File: src/rtl/ep_fifo_ctrl.sv
module ep_fifo_ctrl #(
  parameter int DW      = 8,
  parameter int DEPTH   = 8,
  parameter int MIN_GAP = 100
) (
  input  logic                         clk,
  input  logic                         rst_n,
  input  logic                         ctl_wr,
  input  logic [7:0]                   ctl_wdata,
  output logic [7:0]                   ctl_rdata,
  input  logic                         dat_rd,
  input  logic                         dat_wr,
  input  logic [DW-1:0]                dat_wdata,
  output logic [DW-1:0]                dat_rdata,
  input  logic [1:0]                   host_own,
  input  logic                         host_ep,
  input  logic                         host_push,
  input  logic [DW-1:0]                host_wdata,
  input  logic                         host_pop,
  output logic [DW-1:0]                host_rdata,
  output logic [$clog2(DEPTH+1)-1:0]   host_level,
  input  logic                         host_done,
  input  logic                         host_pipe,
  output logic                         usb_irq,
  output logic                         act_pipe,
  output logic [1:0]                   zlp_pend
);
  localparam int NEP = 2;
  localparam int AW  = (DEPTH > 1) ? $clog2(DEPTH) : 1;
  localparam int CW  = $clog2(DEPTH+1);
  localparam int GW  = $clog2(MIN_GAP+1);

  logic [5:0]    ctl_q;
  logic          act_ep, act_wr, moved, err;
  logic [GW-1:0] gap;
  logic [DW-1:0] mem [NEP][DEPTH];
  logic [AW-1:0] rp [NEP];
  logic [AW-1:0] wp [NEP];
  logic [CW-1:0] cnt [NEP];
  logic [NEP-1:0] push_e, pop_e, h_push, h_pop, c_push, c_pop;

  logic unused_bit6;
  assign unused_bit6 = ctl_wdata[6];

  wire active   = ctl_q[0];
  wire gap_ok   = (gap == '0);
  wire fifo_ok  = act_wr ? (cnt[act_ep] != CW'(DEPTH)) : (cnt[act_ep] != '0);
  wire rdy      = active & gap_ok & ~host_own[act_ep] & fifo_ok;
  wire req_rise = ctl_wr & ctl_wdata[0] & ~ctl_q[0];
  wire req_fall = ctl_wr & ~ctl_wdata[0] & ctl_q[0];
  wire cpu_try  = active & ((dat_rd & ~act_wr) | (dat_wr & act_wr));
  wire early    = cpu_try & ~gap_ok;
  wire cpu_go   = cpu_try & rdy;

  assign ctl_rdata  = {err, rdy, ctl_q};
  assign host_rdata = mem[host_ep][rp[host_ep]];
  assign host_level = cnt[host_ep];

  for (genvar e = 0; e < NEP; e++) begin : g_ep
    assign h_push[e] = host_push & (host_ep == e[0]) & host_own[e] & (cnt[e] != CW'(DEPTH));
    assign h_pop[e]  = host_pop  & (host_ep == e[0]) & host_own[e] & (cnt[e] != '0);
    assign c_push[e] = cpu_go &  act_wr & (act_ep == e[0]);
    assign c_pop[e]  = cpu_go & ~act_wr & (act_ep == e[0]);
    assign push_e[e] = h_push[e] | c_push[e];
    assign pop_e[e]  = h_pop[e] | c_pop[e];

    always_ff @(posedge clk)
      if (push_e[e]) mem[e][wp[e]] <= c_push[e] ? dat_wdata : host_wdata;

    always_ff @(posedge clk or negedge rst_n)
      if (!rst_n) begin
        rp[e]  <= '0;
        wp[e]  <= '0;
        cnt[e] <= '0;
      end else begin
        if (push_e[e]) wp[e] <= (wp[e] == AW'(DEPTH-1)) ? '0 : wp[e] + 1'b1;
        if (pop_e[e])  rp[e] <= (rp[e] == AW'(DEPTH-1)) ? '0 : rp[e] + 1'b1;
        cnt[e] <= cnt[e] + CW'(push_e[e]) - CW'(pop_e[e]);
      end

    always_ff @(posedge clk or negedge rst_n)
      if (!rst_n) zlp_pend[e] <= 1'b0;
      else if (req_fall && act_wr && !moved && act_ep == e[0]) zlp_pend[e] <= 1'b1;
      else if (host_done && host_pipe == e[0]) zlp_pend[e] <= 1'b0;

    p_no_overflow_r10: assert property (@(posedge clk) disable iff (!rst_n)
      (cnt[e] == CW'(DEPTH)) |-> !(push_e[e] && !pop_e[e]));
    p_no_underflow_r5: assert property (@(posedge clk) disable iff (!rst_n)
      (cnt[e] == '0) |-> !pop_e[e]);
    p_host_excl_r6: assert property (@(posedge clk) disable iff (!rst_n)
      host_own[e] |-> !(c_push[e] || c_pop[e]));
    p_one_side_r6: assert property (@(posedge clk) disable iff (!rst_n)
      !((h_push[e] || h_pop[e]) && (c_push[e] || c_pop[e])));
  end

  always_ff @(posedge clk or negedge rst_n)
    if (!rst_n) begin
      ctl_q     <= '0;
      act_ep    <= 1'b0;
      act_wr    <= 1'b0;
      moved     <= 1'b0;
      err       <= 1'b0;
      gap       <= '0;
      dat_rdata <= '0;
      usb_irq   <= 1'b0;
      act_pipe  <= 1'b0;
    end else begin
      usb_irq <= host_done;
      if (host_done) act_pipe <= host_pipe;
      if (ctl_wr) begin
        ctl_q <= ctl_wdata[5:0];
        if (ctl_wdata[7]) err <= 1'b0;
      end
      if (early) err <= 1'b1;
      if (req_rise) begin
        act_ep <= ctl_wdata[3];
        act_wr <= ctl_wdata[1];
        moved  <= 1'b0;
        gap    <= GW'(MIN_GAP);
      end else if (cpu_go) begin
        moved <= 1'b1;
        gap   <= GW'(MIN_GAP);
      end else if (!gap_ok) begin
        gap <= gap - 1'b1;
      end
      if (cpu_go && !act_wr) dat_rdata <= mem[act_ep][rp[act_ep]];
    end

  p_wait_req_r3: assert property (@(posedge clk) disable iff (!rst_n)
    req_rise |=> !ctl_rdata[6]);
  p_wait_acc_r3: assert property (@(posedge clk) disable iff (!rst_n)
    cpu_go |=> !ctl_rdata[6]);
  p_err_set_r4: assert property (@(posedge clk) disable iff (!rst_n)
    early |=> ctl_rdata[7]);
  p_err_hold_r4: assert property (@(posedge clk) disable iff (!rst_n)
    (ctl_rdata[7] && !(ctl_wr && ctl_wdata[7])) |=> ctl_rdata[7]);
  p_irq_r7: assert property (@(posedge clk) disable iff (!rst_n)
    host_done |=> (usb_irq && act_pipe == $past(host_pipe)));
  p_irq_pulse_r7: assert property (@(posedge clk) disable iff (!rst_n)
    !host_done |=> !usb_irq);
  p_latch_r9: assert property (@(posedge clk) disable iff (!rst_n)
    active |=> ($stable(act_ep) && $stable(act_wr)));
endmodule

File: config.mk
export PLATFORM = sky130hd
export DESIGN_NAME = ep_fifo_ctrl
export DESIGN_NICKNAME = d
export VERILOG_FILES = /design/src/rtl/ep_fifo_ctrl.sv
export SDC_FILE = /design/constraint.sdc
export NUM_CORES = 1
export LEC_CHECK = 0
export ABC_CLOCK_PERIOD_IN_PS = 3060
export BUFFER_PORTS_ARGS = -buffer_cell sky130_fd_sc_hd__buf_2
export CORE_MARGIN = 3
export CORE_UTILIZATION = 40
export CTS_BUF_LIST = sky130_fd_sc_hd__clkbuf_8 sky130_fd_sc_hd__clkbuf_16
export CTS_CLUSTER_SIZE = 10
export DETAILED_ROUTE_END_ITERATION = 8
export HOLD_SLACK_MARGIN = 0.1
export PLACE_DENSITY = 0.7
export SYNTH_ARGS = -nofsm -noshare
export SYNTH_HDL_FRONTEND = slang
export SYNTH_SLANG_ARGS = --single-unit
File: constraint.sdc
create_clock -name clk -period 3.06 [get_ports clk]
set_clock_uncertainty 0.1 [all_clocks]
set_input_delay 0.612 -clock clk [delete_from_list [all_inputs] [get_ports clk]]
set_output_delay 0.612 -clock clk [all_outputs]
set_load 0.02 [all_outputs]
==> results.json <==
{
  "finalInstanceArea_um2": 10200,
  "clock-sinks": 177,
  "area_growth_pct": 17.5,
  "synth_edf_count": 128,
  "vias_per_cell": 5.30,
  "drive_gt1_share_pct": 30.6,
  "grt-busiest-layer": "met2",
  "cts.path.max_buffers": 2,
  "synthFlopType": "edfxtp_1",
  "grt_usage_pct": 16.3,
  "fmax_mhz": 335,
  "arrival_ps": 2280,
  "hp-class": "input pin to flip-flop",
  "num_vias": 5625,
  "hold_viol_final": 0,
  "die_area_um2": 23400,
  "wl_per_cell_um": 17.9,
  "grt_pass1_vias": 5454,
  "ys_async_sr_fraction_pct": 27.7,
  "yosysTopAreaCellShare_pct": 44.5,
  "clock-root-buffer": "clkbuf_16",
  "syn_nets": 743,
  "synth.avg_cell_area_um2": 12.7,
  "grt_max_degree": 72,
  "placed_area_um2": 9500,
  "insertedDiodeCount": 0,
  "fin_crit_sh_pct": 97.6,
  "portBuffers": 66,
  "htreeDepth": 4,
  "synth_common_cells": "edfxtp_1 (128), nand2_1 (113), mux2_2 (78)",
  "whs_ps": 227,
  "routabilityCongestion": 0.844,
  "p_leak_nw": 3.96,
  "synthTopCellsByArea": "edfxtp_1 (44%), dfrtp_1 (14%), mux2_2 (10%)",
  "maxSlewHeadroom_pct": 23.7,
  "post-dp-hpwl_mm": 14.1,
  "startpoint_type": "flip-flop",
  "final_antenna_net_count": 0,
  "final_cells": 1062,
  "yosysMostFrequentCell": "edfxtp_1",
  "vdd_drop_max_uv": 483,
  "cp_max_fo": 35,
  "grt_overflow": 0,
  "core_um2": 21200,
  "numCtsBuffers": 17,
  "cts_tree": "done",
  "synthesis.area_um2": 8640,
  "grtUsageMet1_pct": 22.4,
  "ys_types": 44,
  "netlist_instances": 683,
  "powerDensity_nw_per_um2": 833,
  "drt_wl_total_mm": 19.0,
  "finalSetupViolCount": 0,
  "status": "completed",
  "use_met2_pct": 26.2,
  "dieWidth_um": 153,
  "yosysSeqAreaShare_pct": 58.7,
  "required_ps": 2350,
  "drtIter0Drc": 455,
  "die_h_um": 153,
  "dp.cells": 1026,
  "yosysTopAreaCell": "edfxtp_1",
  "critPathKind": "flip-flop to output port",
  "finalMaxSlewViolations": 0,
  "initial_core_util_pct": 40.9,
  "final_nets": 834,
  "cap_violations": 0,
  "postSynthRegisterBits": 177,
  "yosysWarnings": 0,
  "grt_use_met3_pct": 3.60,
  "drt_pass1_iterations": 5,
  "antenna_found_initial": 0,
  "grt_pass1_wl_mm": 30.0,
  "worst_slew_pin_slew_ps": 1140,
  "fp-row-count": 53,
  "clkSlewWorstSetupHoldPaths_ps": 60,
  "clk_latency_ps": 440,
  "drc_errors": 0,
  "end_kind": "output port",
  "ios": 68,
  "post-route-min-period_ps": 2990
}
-- metal layers --
layer  routed length [um]  part of all wire (%)
met5                    0                     0
met3                 1020                   5.3
met1                 8650                    45
met4                  301                   1.6
met2                 9080                    48
-- logic make-up after synthesis --
group | synth area share [%]
compound gates | 6.73
xor+xnor | 1.01
fa+ha+maj | 3.65
buf+inv | 2.71
flops | 58.7
mux | 16.3
simple gates | 10.9
-- layout by cell type, fill, tap and decap left out, types with 4 or more instances in the layout --
cell type    n
o211ai_1    32
ha_1        20
o32ai_1      4
nor2_1      19
inv_1       26
nand2_1    113
nand3_1     27
mux2i_1     34
dfrtp_1     46
o21ai_0     18
mux4_2       8
buf_2       66
clkbuf_16   17
edfxtp_1   128
nand2b_1     6
mux2_2      78
xnor2_1      7
buf_4       33
a21oi_1      6
nor3_1       9
nand4_1     17
a31oi_1      8
-- final timing paths --
path | from | endpoint | slack [ps] | depth (start not counted)
setup / recovery | rp[0]$_DFFE_PN0P_ | host_rdata[2] | 70 | 5
hold / removal | host_done | usb_irq$_DFF_PN0_ | 230 | 1
setup reg to reg | gap[0]$_DFFE_PN0P_ | cnt[6]$_DFF_PN0_ | 160 | 13
hold reg to reg | err$_DFFE_PN0P_ | err$_DFFE_PN0P_ | 390 | 2
max in group asynchronous | rst_n | rp[1]$_DFFE_PN0P_ | 1680 | 3
min in group asynchronous | rst_n | zlp_pend[1]$_DFFE_PN0P_ | 610 | 2
-- area by class of cell --
cell class                 count  area (um^2)
tap                          275          344
timing repair buffer         104          663
fill                        1799        11000
clock inverter                15          159
multi-input combinational    448         3400
inverter                      26         97.6
sequential                   177         5070
clock buffer                  17          425
-- through the flow --
stage                     util [%]  power, mW  worst slack (ps)  TNS, ps
final                         48.0       8.46              72.4        0
after global routing          48.0       8.93             -7.89    -12.6
after CTS                     47.8       8.43              2.40        0
after detailed placement      44.9       6.28              40.0        0
after global placement        44.9       6.20              46.5        0
after floorplan                  -       5.36             -53.4     -105
-- critical path, cell delays in order, from the launching register on --
cell,delay [ps]
dfrtp_1,370
buf_12,250
mux2i_1,190
mux4_2,520
o21ai_0,260
buf_2,230
-- report_power, final --
group / switching, mW / leakage [nW] / internal [mW]
clock network: 0.936 / 0.290 / 1.21
registers: 0.334 / 1.75 / 2.86
logic: 1.77 / 1.92 / 1.35
-- state kept, by name, indices dropped and copies added, names as in the netlist --
signal     count
mem          128
cnt            8
dat_rdata      8
gap            7
ctl_q          6
rp             6
wp             6
zlp_pend       2
act_ep         1
act_pipe       1
act_wr         1
err            1
moved          1
usb_irq        1
-- timing repair --
item	in CTS	in global routing
setup buffers	0	2
hold buffers	1	0
cloned	0	1
hold endpoints to repair	24	0
pin swaps	0	2
setup endpoints to repair	6	19
gates resized for setup	1	14
(Power assumes the default switching activity.)
